[config.mk]
export PLATFORM = sky130hd
export DESIGN_NAME = usec_timer12
export DESIGN_NICKNAME = d
export VERILOG_FILES = /design/src/rtl/timer12_pkg.sv /design/src/rtl/usec_prescaler.sv /design/src/rtl/timer_core.sv /design/src/rtl/read_port.sv /design/src/rtl/usec_timer12.sv
export SDC_FILE = /design/constraint.sdc
export NUM_CORES = 1
export LEC_CHECK = 0
export BUFFER_PORTS_ARGS = -buffer_cell sky130_fd_sc_hd__buf_2
export CORE_UTILIZATION = 60
export CTS_CLUSTER_DIAMETER = 200
export DETAILED_ROUTE_END_ITERATION = 10
export PLACE_DENSITY = 0.84
export SLEW_MARGIN = 20
export SYNTH_ARGS = -nofsm -noshare
export SYNTH_HDL_FRONTEND = slang
export SYNTH_SLANG_ARGS = --single-unit
export TNS_END_PERCENT = 30
[constraint.sdc]
create_clock -name clk_i -period 2.37 [get_ports clk_i]
set_input_delay 0.237 -clock clk_i [delete_from_list [all_inputs] [get_ports clk_i]]
set_output_delay 0.237 -clock clk_i [all_outputs]
set_load 0.03 [all_outputs]
[src/rtl/timer12_pkg.sv]
package timer12_pkg;
  localparam int CNT_W     = 12;
  localparam int DATA_W    = 8;
  localparam int NIB_W     = CNT_W - DATA_W;
  localparam int FAST_BIT  = 6;
  localparam int SLOW_BIT  = 9;
  localparam logic [7:0] ADDR_LO = 8'h24;
  localparam logic [7:0] ADDR_HI = 8'h25;

  typedef logic [CNT_W-1:0]  cnt_t;
  typedef logic [DATA_W-1:0] byte_t;
  typedef logic [NIB_W-1:0]  nib_t;
endpackage

[src/rtl/usec_prescaler.sv]
module usec_prescaler #(
  parameter int DIV = 250
) (
  input  logic clk_i,
  input  logic rst_ni,
  input  logic en_i,
  output logic tick_o
);
  localparam int PW = (DIV > 1) ? $clog2(DIV) : 1;
  localparam logic [PW-1:0] LAST = PW'(DIV - 1);

  logic [PW-1:0] pre_q, pre_d;
  logic          at_last;

  assign at_last = (pre_q == LAST);
  assign tick_o  = en_i & at_last;

  always_comb begin
    pre_d = pre_q;
    if (en_i) pre_d = at_last ? '0 : pre_q + 1'b1;
  end

  always_ff @(posedge clk_i or negedge rst_ni) begin
    if (!rst_ni) pre_q <= '0;
    else         pre_q <= pre_d;
  end
endmodule

[src/rtl/timer_core.sv]
module timer_core
  import timer12_pkg::*;
#(
  parameter int W     = CNT_W,
  parameter int BIT_A = FAST_BIT,
  parameter int BIT_B = SLOW_BIT
) (
  input  logic         clk_i,
  input  logic         rst_ni,
  input  logic         tick_i,
  output logic [W-1:0] cnt_o,
  output logic [1:0]   irq_o
);
  localparam int NIRQ = 2;
  localparam int IRQ_BIT [NIRQ] = '{BIT_A, BIT_B};

  logic [W-1:0]    cnt_q, cnt_d;
  logic [NIRQ-1:0] irq_q, irq_d;

  always_comb begin
    cnt_d = cnt_q;
    if (tick_i) cnt_d = cnt_q + 1'b1;
  end

  // a bit falls on increment exactly when it and every bit below it are 1
  genvar g;
  generate
    for (g = 0; g < NIRQ; g++) begin : g_irq
      assign irq_d[g] = tick_i & (&cnt_q[IRQ_BIT[g]:0]);
    end
  endgenerate

  always_ff @(posedge clk_i or negedge rst_ni) begin
    if (!rst_ni) begin
      cnt_q <= '0;
      irq_q <= '0;
    end else begin
      cnt_q <= cnt_d;
      irq_q <= irq_d;
    end
  end

  assign cnt_o = cnt_q;
  assign irq_o = irq_q;
endmodule

[src/rtl/read_port.sv]
module read_port
  import timer12_pkg::*;
(
  input  logic  clk_i,
  input  logic  rst_ni,
  input  logic  rd_stb_i,
  input  byte_t rd_addr_i,
  input  cnt_t  cnt_i,
  output byte_t rd_data_o,
  output nib_t  shadow_o
);
  byte_t data_q, data_d;
  nib_t  shadow_q, shadow_d;
  logic  hit_lo, hit_hi;

  assign hit_lo = rd_stb_i & (rd_addr_i == ADDR_LO);
  assign hit_hi = rd_stb_i & (rd_addr_i == ADDR_HI);

  always_comb begin
    shadow_d = shadow_q;
    data_d   = data_q;
    if (hit_lo) shadow_d = cnt_i[CNT_W-1:DATA_W];
    if (rd_stb_i) begin
      if (hit_lo)      data_d = cnt_i[DATA_W-1:0];
      else if (hit_hi) data_d = {{(DATA_W-NIB_W){1'b0}}, shadow_q};
      else             data_d = '0;
    end
  end

  always_ff @(posedge clk_i or negedge rst_ni) begin
    if (!rst_ni) begin
      data_q   <= '0;
      shadow_q <= '0;
    end else begin
      data_q   <= data_d;
      shadow_q <= shadow_d;
    end
  end

  assign rd_data_o = data_q;
  assign shadow_o  = shadow_q;
endmodule

[src/rtl/usec_timer12.sv]
module usec_timer12
  import timer12_pkg::*;
#(
  parameter int CLK_PER_US = 250
) (
  input  logic       clk_i,
  input  logic       rst_ni,
  input  logic       tick_en_i,
  input  logic       rd_stb_i,
  input  logic [7:0] rd_addr_i,
  output logic [7:0] rd_data_o,
  output logic       irq_fast_o,
  output logic       irq_slow_o
);
  logic [1:0] rst_sync_q;
  logic       rst_n;
  logic       tick;
  cnt_t       cnt;
  nib_t       shadow;
  logic [1:0] irq;

  always_ff @(posedge clk_i or negedge rst_ni) begin
    if (!rst_ni) rst_sync_q <= '0;
    else         rst_sync_q <= {rst_sync_q[0], 1'b1};
  end
  assign rst_n = rst_sync_q[1];

  usec_prescaler #(.DIV(CLK_PER_US)) u_pre (
    .clk_i (clk_i), .rst_ni(rst_n), .en_i(tick_en_i), .tick_o(tick)
  );

  timer_core #(.W(CNT_W), .BIT_A(FAST_BIT), .BIT_B(SLOW_BIT)) u_core (
    .clk_i(clk_i), .rst_ni(rst_n), .tick_i(tick), .cnt_o(cnt), .irq_o(irq)
  );

  read_port u_rd (
    .clk_i(clk_i), .rst_ni(rst_n), .rd_stb_i(rd_stb_i), .rd_addr_i(rd_addr_i),
    .cnt_i(cnt), .rd_data_o(rd_data_o), .shadow_o(shadow)
  );

  assign irq_fast_o = irq[0];
  assign irq_slow_o = irq[1];
endmodule

After elaboration in Yosys (flattened, before gate mapping)
Index checks and enable logic that the tools add are counted.

word-level totals
  register bits after elaboration = 36
  latch bits = 0
  memory bits (writable) = 0
  ROM bits = 0
  bits of input ports = 12
  output and inout port bits = 10
  logic and storage cells = 21
  memories kept = 0

cells by class
  add/sub/neg operators = 2
  multiply operators = 0
  divide/modulo/power cells = 0
  magnitude comparators = 0
  equal/unequal tests = 3
  shift-type cells = 0
  mux-type cells = 3
  bitwise logic cells = 5
  reduce and logical (&&, ||, !) cells = 2

operators with widths
  kind                     count
  $eq A8 B6 Y1 const B     2
  $mux W8                  2
  $add A12 B1 Y12 const B  1
  $reduce_and A10 Y1       1
  $add A8 B1 Y8 const B    1
  $eq A8 B8 Y1 const B     1
  $reduce_and A7 Y1        1
  $and A1 B1 Y1            5
  $mux W4                  1

Depth between registers and ports, before layout
Gate-level depths: netlist (run 1).

  depth in word-level cells = 4
  depth in mapped cells = 6
  depth with buffers taken out = 6

By module
Synthesis (run 1) repeated with hierarchy kept, for this count alone.

unflattened totals
  cells, all modules = 132
  area total of the unflattened synthesis = 1642.8 um^2

modules (own cells, without submodules)
  module          times used  cells an instance  area an instance (um^2)  sequential area each (um^2)
  timer_core      1           46                 606.8                    350.3
  read_port       1           35                 530.5                    300.3
  usec_prescaler  1           48                 451.7                    200.2
  usec_timer12    1           3                  53.8                     50.0

Worst setup path after synthesis (run 1)
Ideal clock, no wire load.

  kind = reg2reg
  start point = reg u_pre.pre_q[1]
  end point = reg u_core.cnt_q[1], in the netlist u_core.cnt_o[1]
  setup time = 125 ps
  arrival time = 1292 ps
  data required time = 2245 ps
  slack = 954 ps
  stages on the path, launching flop included = 6
  path buffers = 0
  clock period less this slack = 1416 ps
  path through = dfrtp_1 > inv_1 > ha_1 > nand4b_4 > nor2_8 > mux2_2

between the ends
  cells in the longest elaborated chain, start to end = 2

ends and longest elaborated chain
  element                 RTL line              source
  start, declared         usec_prescaler.sv:12  logic [PW-1:0] pre_q, pre_d;
  start signal, assigned  usec_prescaler.sv:25  else pre_q <= pre_d;
  $eq A8 B8 Y1            usec_prescaler.sv:15  assign at_last = (pre_q == LAST);
  $and A1 B1 Y1           usec_prescaler.sv:16  assign tick_o = en_i & at_last;
  end signal, assigned    timer_core.sv:38      cnt_q <= cnt_d;
  end, declared           timer_core.sv:17      logic [W-1:0] cnt_q, cnt_d;

No other way between the ends.
A chain may end at the register's enable or synchronous reset.

Worst setup path in the final report (run 1)
  start point = reg u_pre.pre_q[1]
  end point = reg u_pre.pre_q[4]

between the ends
  cells in the longest elaborated chain, start to end = 2
  elaborated cells between the ends (all ways) = 3
  those cells by class = add/sub (1); eq/ne (1); mux (1)

ends and longest elaborated chain
  element                                        RTL line                                    source
  $add A8 B1 Y8 or $eq A8 B8 Y1 (tied branches)  usec_prescaler.sv:20, usec_prescaler.sv:15
  $mux W8 *                                      usec_prescaler.sv:20                        if (en_i) pre_d = at_last ? '0 : pre_q + 1'b1;

Mark *: on every way between the ends. The rest lies on a longest branch, timed or not.

==> results.yml, run 1 <==
clocking:
  ctsResizeCount: 0
  cts_buffer_depth: 2
  root_buffer: "clkbuf_4"
  cts.sinks: 36
  path_clk_slew_ns: 0.10
  htreeDepth: 2
  clk_latency_ns: 0.34
  cts_tree: "yes"
  numCtsBuffers: 5
  post-cts-setup-buffer-count: 0
  postCtsHoldBufs: 1
global_route:
  grt_pass1_wl_um: 4926
  grt_max_degree: 35
  track_usage_pct: 25.36
  grt_pass1_vias: 1067
  antenna_found_initial: 0
  grt.overflow.total: 0
routing:
  drt_iter0_markers: 20
  postRouteAntennaNets: 0
  vias: 1142
  avgViaCountPerCell: 6.074
  wirelength_um: 3002
  detail_route.first_pass.iterations: 4
  wl_per_cell_um: 15.97
  route.detailed.drc: 0
yosys:
  synth_top_area_share_pct: 54.59
  ys_seq_area_share_pct: 54.59
  synth-edff-count: 0
  synthArstFlopShare_pct: 100.0
  netlist-cell-type-count: 41
  ys_ff_latch: 36
  avgSynthCellArea_um2: 12.69
  postSynthNetCount: 145
  synth_cells: 130
  ys.warnings.count: 0
  synthesis.area_um2: 1650
  yosys.area.top_type: "dfrtp_1"
  synth_area_leaders: "dfrtp_1 (55%), xnor2_1 (4.2%), mux2_2 (3.4%), mux2i_1 (3.0%), a22o_1 (2.7%)"
  synth_ff_type: "dfrtp_1"
layout:
  area_growth_pct: 12.43
  multi_input_area_um2: 725.7
  final_net_count: 172
  antenna_cells: 0
  layout_commonest_cell: "dfrtp_1"
  seq_area_um2: 900.9
  stdcell_count: 188
  utilization_pct: 72.91
  nFillCells: 193
  drive_above_1_share_pct: 29.11
  layout_common_cells: "dfrtp_1 (36), buf_2 (21), nand2_1 (10), xnor2_1 (8)"
job:
  drv_cap: 0
timing:
  finalSetupViolations: 0
  max_freq_ghz: 0.6354
  hold_viol_final: 0
  finClkSkew_ns: 0.006438
  finalCriticalPeriod_ns: 1.574
  rsz0062_at_grt: "false"
  post-route-period-util_pct: 66.40
  fin_setup_tns_ns: 0
  finalMaxSlewViolations: 0
place:
  numPortBuffers: 21
  dpl.cell_count: 179
  dp_hpwl_um: 2160
  gp_congestion: 0.8546
critical_path:
  cp_max_fo: 4
  crit_type: "flop to flop"
  cp_data_required_time_ns: 2.60
  start_kind: "flop"
  setup.worst_path.end_class: "flop"
  r2r_slack_ns: 0.80
  critPathArrivalTime_ns: 1.80
floorplan:
  dieArea_um2: 2964
  initial_core_util_pct: 64.85
  fp-row-count: 18
  core_um2: 2545
  die_w_um: 54.45
  pin_count: 22
  die_y_um: 54.45
pwr:
  vdd_drop_max_uv: 583.8
  power.leakage_nw: 0.9532
  p_per_area_nw_per_um2: 655.9
outcome:
  status: "finished, final reports clean"
worst_hold_path:
  hold_class: "input port to asynchronous set/reset pin"
[power by group]
part | total, mW | switching (mW) | internal [mW] | leakage, nW
Clock | 0.335 | 0.194 | 0.141 | 0.0380
Sequential | 0.739 | 0.0824 | 0.657 | 0.487
Combinational | 0.143 | 0.0706 | 0.0722 | 0.428
[path summary, 6_finish.rpt]
path	from	endpoint	cells past startpoint
max in group asynchronous	rst_sync_q[1]$_DFF_PN0_	u_core.cnt_o[6]$_DFFE_PN0P_	1
worst min-delay path	rst_ni	rst_sync_q[0]$_DFF_PN0_	2
min in group clk_i	tick_en_i	u_pre.pre_q[0]$_DFFE_PN0P_	3
worst min register to register	rst_sync_q[1]$_DFF_PN0_	u_core.cnt_o[9]$_DFFE_PN0P_	1
worst max-delay path	u_pre.pre_q[1]$_DFFE_PN0P_	u_pre.pre_q[4]$_DFFE_PN0P_	6
worst max register to register	u_pre.pre_q[1]$_DFFE_PN0P_	u_pre.pre_q[4]$_DFFE_PN0P_	6
[per-layer routing]
| layer | global-route usage (%) | share of wire, % | vias up |
|---|---|---|---|
| met2 | 43.90 | 51 | 33 |
| met3 | 9.167 | 4.7 | 7 |
| met1 | 28.57 | 43 | 571 |
| li1 | - | - | 531 |
| met5 | 0 | 0 | - |
| met4 | 8.974 | 1.8 | 0 |
[cell families (layout without fill, tap and decap cells)]
kind of cell	count (synthesis)	count (layout)	share of synthesized area, %
adder cells (fa/ha/maj)	3	3	2.275
AND/OR/NAND/NOR	42	42	19.11
AO/OA/AOI/OAI	21	21	9.098
XOR/XNOR	12	12	6.824
flip-flops	36	36	54.59
buffers and inverters	5	33	1.440
other	1	1	0.2272
multiplexers	10	10	6.444
[through the flow]
stage	worst slack, ns	cell area, um2	power, mW	hold slack, ns
floorplan	0.9537	1650	0.8492	-0.05859
global placement	0.8659	1784	0.8740	0.02163
detailed placement	0.8056	1784	0.8917	0.02330
CTS	0.7878	1856	1.231	0.1796
global route	0.6853	1856	1.288	0.1908
finish	0.7963	1856	1.217	0.1961
[Yosys cell counts (2+ instances only)]
cell type  number
dfrtp_1        36
nand2_1        10
xnor2_1         8
a22o_1          5
mux2_2          5
mux2i_1         5
nand4_1         5
and3_1          4
o21ai_0         4
o2bb2ai_1       4
ha_1            3
nand3_1         3
nor2_1          3
o31ai_1         3
xor2_1          3
a21oi_1         2
a31oi_1         2
inv_1           2
[registers in the layout, indices dropped and copies added, names as in the netlist]
name and flops:
u_core.cnt_o 12, u_pre.pre_q 8, u_rd.rd_data_o 8, u_rd.shadow_o 4, rst_sync_q 2, u_core.irq_o 2
[critical path: stages, from the launching register on]
cell	delay (ns)
dfrtp_1	0.42
inv_1	0.09
ha_1	0.24
and3b_1	0.22
and2_1	0.20
o21ai_0	0.10
a22o_1	0.20
[cell type report]
class	count	share of cell area [%]
Clock buffer	6	2.765
Clock inverter	2	0.5394
Inverter	2	0.4046
Multi-Input combinational cell	89	39.11
Sequential cell	36	48.55
Tap cell	30	2.023
Timing Repair Buffer	23	6.608
(Power assumes the default switching activity.)
==> inputs of run 2 (changes only) <==
--- a/config.mk
+++ b/config.mk
@@ -6,10 +6,10 @@
 export NUM_CORES = 1
 export LEC_CHECK = 0
 export BUFFER_PORTS_ARGS = -buffer_cell sky130_fd_sc_hd__buf_2
-export CORE_UTILIZATION = 60
+export CORE_UTILIZATION = 50
 export CTS_CLUSTER_DIAMETER = 200
 export DETAILED_ROUTE_END_ITERATION = 10
-export PLACE_DENSITY = 0.84
+export PLACE_DENSITY = 0.74
 export SLEW_MARGIN = 20
 export SYNTH_ARGS = -nofsm -noshare
 export SYNTH_HDL_FRONTEND = slang
==> constraint.sdc (replaced) <==
create_clock -name clk_i -period 1.3 [get_ports clk_i]
set_input_delay 0.13 -clock clk_i [delete_from_list [all_inputs] [get_ports clk_i]]
set_output_delay 0.13 -clock clk_i [all_outputs]
set_load 0.03 [all_outputs]
==> run 2 against run 1 <==
The flow now finishes with violations (negative setup slack). Sequential cell count did not move. Largest power group unchanged. Critical path type unchanged. Largest cell class unchanged. Design area rose by 14%. Clock skew rose by 0.0041 ns.
==> results.yml, run 2 (synthesis results as in run 1) <==
global_route:
  grt_max_degree: 35
  grt_pass1_vias: 1156
  track_usage_pct: 20.87
  grt_pass1_wl_um: 5119
  antenna_found_initial: 0
  grt.overflow.total: 0
critical_path:
  start_kind: "flop"
  cp_data_required_time_ns: 1.59
  slowest_stage: "dfrtp_1"
  worst_path_largest_cell_delay_ns: 0.40
  crit_start: "u_pre.pre_q[1]$_DFFE_PN0P_"
  setup.worst_path.end_class: "flop"
  critPathArrivalTime_ns: 1.65
  r2r_start: "u_pre.pre_q[1]$_DFFE_PN0P_"
  cp_max_fo: 5
  path_cells: "inv_2, ha_4, nand4b_4, nor2_8, and4_4, xor2_2"
  crit_type: "flop to flop"
layout:
  layout_common_cells: "dfrtp_1 (36), buf_4 (22), buf_2 (21), nand2_1 (9), xnor2_1 (8)"
  antenna_cells: 0
  largest_register_ffs: 12
  utilization_pct: 68.19
  drive_above_1_share_pct: 43.33
  layout_commonest_cell: "dfrtp_1"
  area_growth_pct: 28.20
  nFillCells: 256
  final_net_count: 194
timing:
  rsz0062_at_grt: "true"
  finalSetupViolations: 9
  max_freq_ghz: 0.7332
  hold_viol_final: 0
  post-route-period-util_pct: 104.9
  setup_slack_ns: -0.06386
  finalMaxSlewViolations: 0
  finClkSkew_ns: 0.01053
  finalCriticalPeriod_ns: 1.364
place:
  dp_worst_setup_slack_ns: -0.07793
  dp_hpwl_um: 2394
  numPortBuffers: 21
  gp_congestion: 0.8330
floorplan:
  dieArea_um2: 3534
  fp-row-count: 20
  core_um2: 3103
  die_y_um: 59.45
  pin_count: 22
  die_w_um: 59.45
  initial_core_util_pct: 53.19
outcome:
  status: "finished, violations left"
  violations: "negative setup slack"
pwr:
  p_per_area_nw_per_um2: 1213
  p_switching_uw: 711.1
  power.leakage_nw: 1.083
  vdd_drop_max_uv: 703.4
  clockPowerShare_pct: 31.3
  switching_share_pct: 27.72
  pwr-share-comb_pct: 18.1
  internal_power_mw: 1.855
  seqPwrFrac_pct: 50.6
  total_power_mw: 2.566
clocking:
  root_buffer: "clkbuf_4"
  cts_tree: "yes"
  cts_buffer_depth: 2
  cts.sinks: 36
  htreeDepth: 2
  numCtsBuffers: 5
  path_clk_slew_ns: 0.11
  clk_latency_ns: 0.35
routing:
  wirelength_um: 3280
  avgViaCountPerCell: 5.304
  drt_iter0_markers: 52
  detail_route.first_pass.iterations: 4
  vias: 1188
  route.detailed.drc: 0
  wl_per_cell_um: 14.64
  postRouteAntennaNets: 0
job:
  drv_cap: 0
worst_hold_path:
  hold_class: "input port to asynchronous set/reset pin"
run 2: final timing paths:
path                                                to  slack [ns]  cells after the start
setup / recovery           u_core.cnt_o[4]$_DFFE_PN0P_       -0.06                      6
max in group asynchronous  u_core.cnt_o[0]$_DFFE_PN0P_        0.74                      1
hold / removal                 rst_sync_q[0]$_DFF_PN0_        0.08                      2
min in group clk_i          u_pre.pre_q[4]$_DFFE_PN0P_        0.17                      3
setup reg to reg           u_core.cnt_o[4]$_DFFE_PN0P_       -0.06                      6
hold reg to reg             u_pre.pre_q[7]$_DFFE_PN0P_        0.26                      1
run 2: final cells by class:
type,count,area [um2],share of cell area [%]
sequential,36,900.9,42.58
multi-input combinational,90,792.0,37.43
timing repair buffer,44,280.3,13.25
tap,44,55.05,2.602
clock inverter,3,42.54,2.011
clock buffer,5,37.54,1.774
inverter,2,7.507,0.3548
run 2: metal layers:
metal	vias up	part of all wire, %	GRT usage, %
met5	-	0	0
met4	0	3.0	12.59
met3	11	4.3	7.205
met2	26	50	33.55
met1	578	43	23.86
li1	573	-	-
run 2: metrics by stage:
stage | cells | TNS [ns] | area (um2) | hold slack, ns
final | 224 | -0.2805 | 2116 | 0.07693
after global routing | 224 | -1.331 | 2116 | 0.05879
after CTS | 223 | -0.2840 | 2081 | 0.05959
after detailed placement | 212 | -0.6095 | 1961 | -0.08290
after global placement | 212 | -0.1376 | 1961 | -0.08489
after floorplan | 130 | -0.1830 | 1667 | -0.1656
run 2: timing repair:
| action | 4_1_cts | 5_1_grt |
|---|---|---|
| endpoints found under the setup margin | 16 | 19 |
| endpoints found under the hold margin | 2 | 0 |
| hold buffers | 1 | 0 |
| cloned | 1 | 0 |
| pin swaps | 4 | 1 |
| buffers inserted | 1 | 1 |
| resized for setup | 5 | 8 |
run 2: power groups by stage:
stage          registers [mW]  clock network, mW  logic (mW)
2_1_floorplan            1.32                  0       0.240
3_3_place_gp             1.31                  0       0.403
3_5_place_dp             1.32                  0       0.419
4_1_cts                  1.30              0.825       0.440
5_1_grt                  1.31              0.873       0.513
6_report                 1.30              0.802       0.465
run 2: worst max-delay path: cells and delay by family, from the launching register on:
kind	cells	cell delay, ns
adders and majority gates	1	0.15
and+or+nand+nor	3	0.56
DFF	1	0.40
buffers and inverters	1	0.08
xor gates and xnor gates	1	0.11
==> inputs of run 3 (changes only) <==
--- a/config.mk
+++ b/config.mk
@@ -9,7 +9,7 @@
 export CORE_UTILIZATION = 50
 export CTS_CLUSTER_DIAMETER = 200
 export DETAILED_ROUTE_END_ITERATION = 10
-export PLACE_DENSITY = 0.74
+export PLACE_DENSITY = 0.73
 export SLEW_MARGIN = 20
 export SYNTH_ARGS = -nofsm -noshare
 export SYNTH_HDL_FRONTEND = slang
==> run 3 against run 2 <==
Total power fell by 0.76%. The flow still finishes with violations (negative setup slack). Global-route usage is 0.55 points higher. Fmax rose by 0.51%. Sequential power about the same. Clock power decreased by 3.2%. Register-to-register slack about the same. Combinational power is essentially flat. Core utilization is 0.20 points higher.
==> results.yml, run 3 (synthesis results as in run 1) <==
floorplan:
  fp-row-count: 20
  dieArea_um2: 3534
  die_w_um: 59.45
  pin_count: 22
  die_y_um: 59.45
  core_um2: 3103
  initial_core_util_pct: 53.19
timing:
  setup_slack_ns: -0.05695
  rsz0062_at_grt: "true"
  post-route-period-util_pct: 104.4
  finalCriticalPeriod_ns: 1.357
  finalMaxSlewViolations: 0
  max_freq_ghz: 0.7369
  hold_viol_final: 0
  finalSetupViolations: 7
  finClkSkew_ns: 0.006344
critical_path:
  cp_num_buf_inv: 1
  crit_type: "flop to flop"
  crit_family: "flip-flops"
  slowest_stage: "dfrtp_1"
  cp_data_required_time_ns: 1.53
  setup.worst_path.end_class: "flop"
  worst_path_largest_cell_delay_ns: 0.40
  path_cells: "inv_2, ha_4, nand4b_4, nor2_8, mux2_4"
  critPathArrivalTime_ns: 1.59
  cp_max_fo: 5
  start_kind: "flop"
place:
  dpl.cell_count: 213
  dp_worst_setup_slack_ns: -0.09894
  dp_hpwl_um: 2405
  numPortBuffers: 21
  gp_congestion: 0.8202
layout:
  final_net_count: 196
  largest_register_ffs: 12
  utilization_pct: 68.39
  layout_common_cells: "dfrtp_1 (36), buf_4 (24), buf_2 (21), nand2_1 (9), xnor2_1 (8)"
  area_growth_pct: 28.58
  drive_above_1_share_pct: 43.96
  multi_input_area_um2: 783.3
  seq_area_um2: 900.9
  layout_commonest_cell: "dfrtp_1"
  nFillCells: 239
  antenna_cells: 0
  stdcell_count: 226
pwr:
  internal_power_mw: 1.858
  p_switching_uw: 687.8
  switching_share_pct: 27.02
  pwr-share-comb_pct: 18.4
  power.leakage_nw: 1.080
  vdd_drop_max_uv: 753.1
  clockPowerShare_pct: 30.5
  p_per_area_nw_per_um2: 1200
  seqPwrFrac_pct: 51.2
outcome:
  status: "finished, violations left"
  violations: "negative setup slack"
worst_hold_path:
  hold_class: "input port to asynchronous set/reset pin"
clocking:
  numCtsBuffers: 5
  cts_tree: "yes"
  cts_buffer_depth: 2
  cts.sinks: 36
  root_buffer: "clkbuf_4"
  htreeDepth: 2
  path_clk_slew_ns: 0.11
  clk_latency_ns: 0.34
global_route:
  antenna_found_initial: 0
  track_usage_pct: 21.42
  grt_pass1_wl_um: 5506
  grt.overflow.total: 0
  grt_pass1_vias: 1238
  grt_max_degree: 35
routing:
  postRouteAntennaNets: 0
  detail_route.first_pass.iterations: 5
  avgViaCountPerCell: 5.288
  wl_per_cell_um: 14.53
  drt_iter0_markers: 34
  route.detailed.drc: 0
  vias: 1195
  wirelength_um: 3283
job:
  drv_cap: 0
[run 3: worst paths after layout]
path	cells after the start	from	slack, ns	to
max	5	u_pre.pre_q[1]$_DFFE_PN0P_	-0.06	u_core.cnt_o[1]$_DFFE_PN0P_
min	2	rst_ni	0.09	rst_sync_q[1]$_DFF_PN0_
max reg2reg	5	u_pre.pre_q[1]$_DFFE_PN0P_	-0.06	u_core.cnt_o[1]$_DFFE_PN0P_
min reg2reg	1	rst_sync_q[1]$_DFF_PN0_	0.27	u_rd.shadow_o[1]$_DFFE_PN0P_
max in group asynchronous	1	rst_sync_q[1]$_DFF_PN0_	0.73	u_pre.pre_q[1]$_DFFE_PN0P_
min in group clk_i	3	tick_en_i	0.18	u_pre.pre_q[4]$_DFFE_PN0P_
[run 3: cell type report]
| cell class | instances | share of cell area (%) |
|---|---|---|
| Multi-Input combinational cell | 90 | 36.91 |
| Clock inverter | 3 | 2.005 |
| Tap cell | 44 | 2.594 |
| Clock buffer | 5 | 1.769 |
| Inverter | 2 | 0.3538 |
| Timing Repair Buffer | 46 | 13.92 |
| Sequential cell | 36 | 42.45 |
[run 3: metal layers]
metal	wire, um	vias up	track usage, %
met5	0	-	0
met4	27	0	7.823
met3	107	5	6.550
met2	1690	18	37.24
met1	1457	589	24.65
li1	-	583	-
[run 3: power groups by stage]
| stage | clock, mW | sequential (mW) | combinational [mW] |
|---|---|---|---|
| global placement | 0 | 1.31 | 0.403 |
| finish | 0.776 | 1.30 | 0.468 |
| global route | 0.854 | 1.31 | 0.519 |
| detailed placement | 0 | 1.32 | 0.422 |
| CTS | 0.797 | 1.30 | 0.437 |
| floorplan | 0 | 1.32 | 0.240 |
[run 3: per-stage QoR]
stage / power [mW] / hold WS (ns) / area [um2] / setup TNS [ns]
finish: 2.546 / 0.08978 / 2122 / -0.2248
detailed placement: 1.740 / -0.08361 / 1968 / -0.7212
floorplan: 1.564 / -0.1656 / 1667 / -0.1830
global route: 2.684 / 0.06679 / 2122 / -1.219
global placement: 1.715 / -0.08531 / 1968 / -0.2469
CTS: 2.534 / 0.07219 / 2092 / -0.3121
[run 3: what timing repair did]
action,CTS,global route
pin swaps,5,5
buffers inserted,2,1
hold endpoints to repair,2,0
setup endpoints to repair,14,18
gates cloned,1,0
resized for setup,5,8
hold buffers,1,0
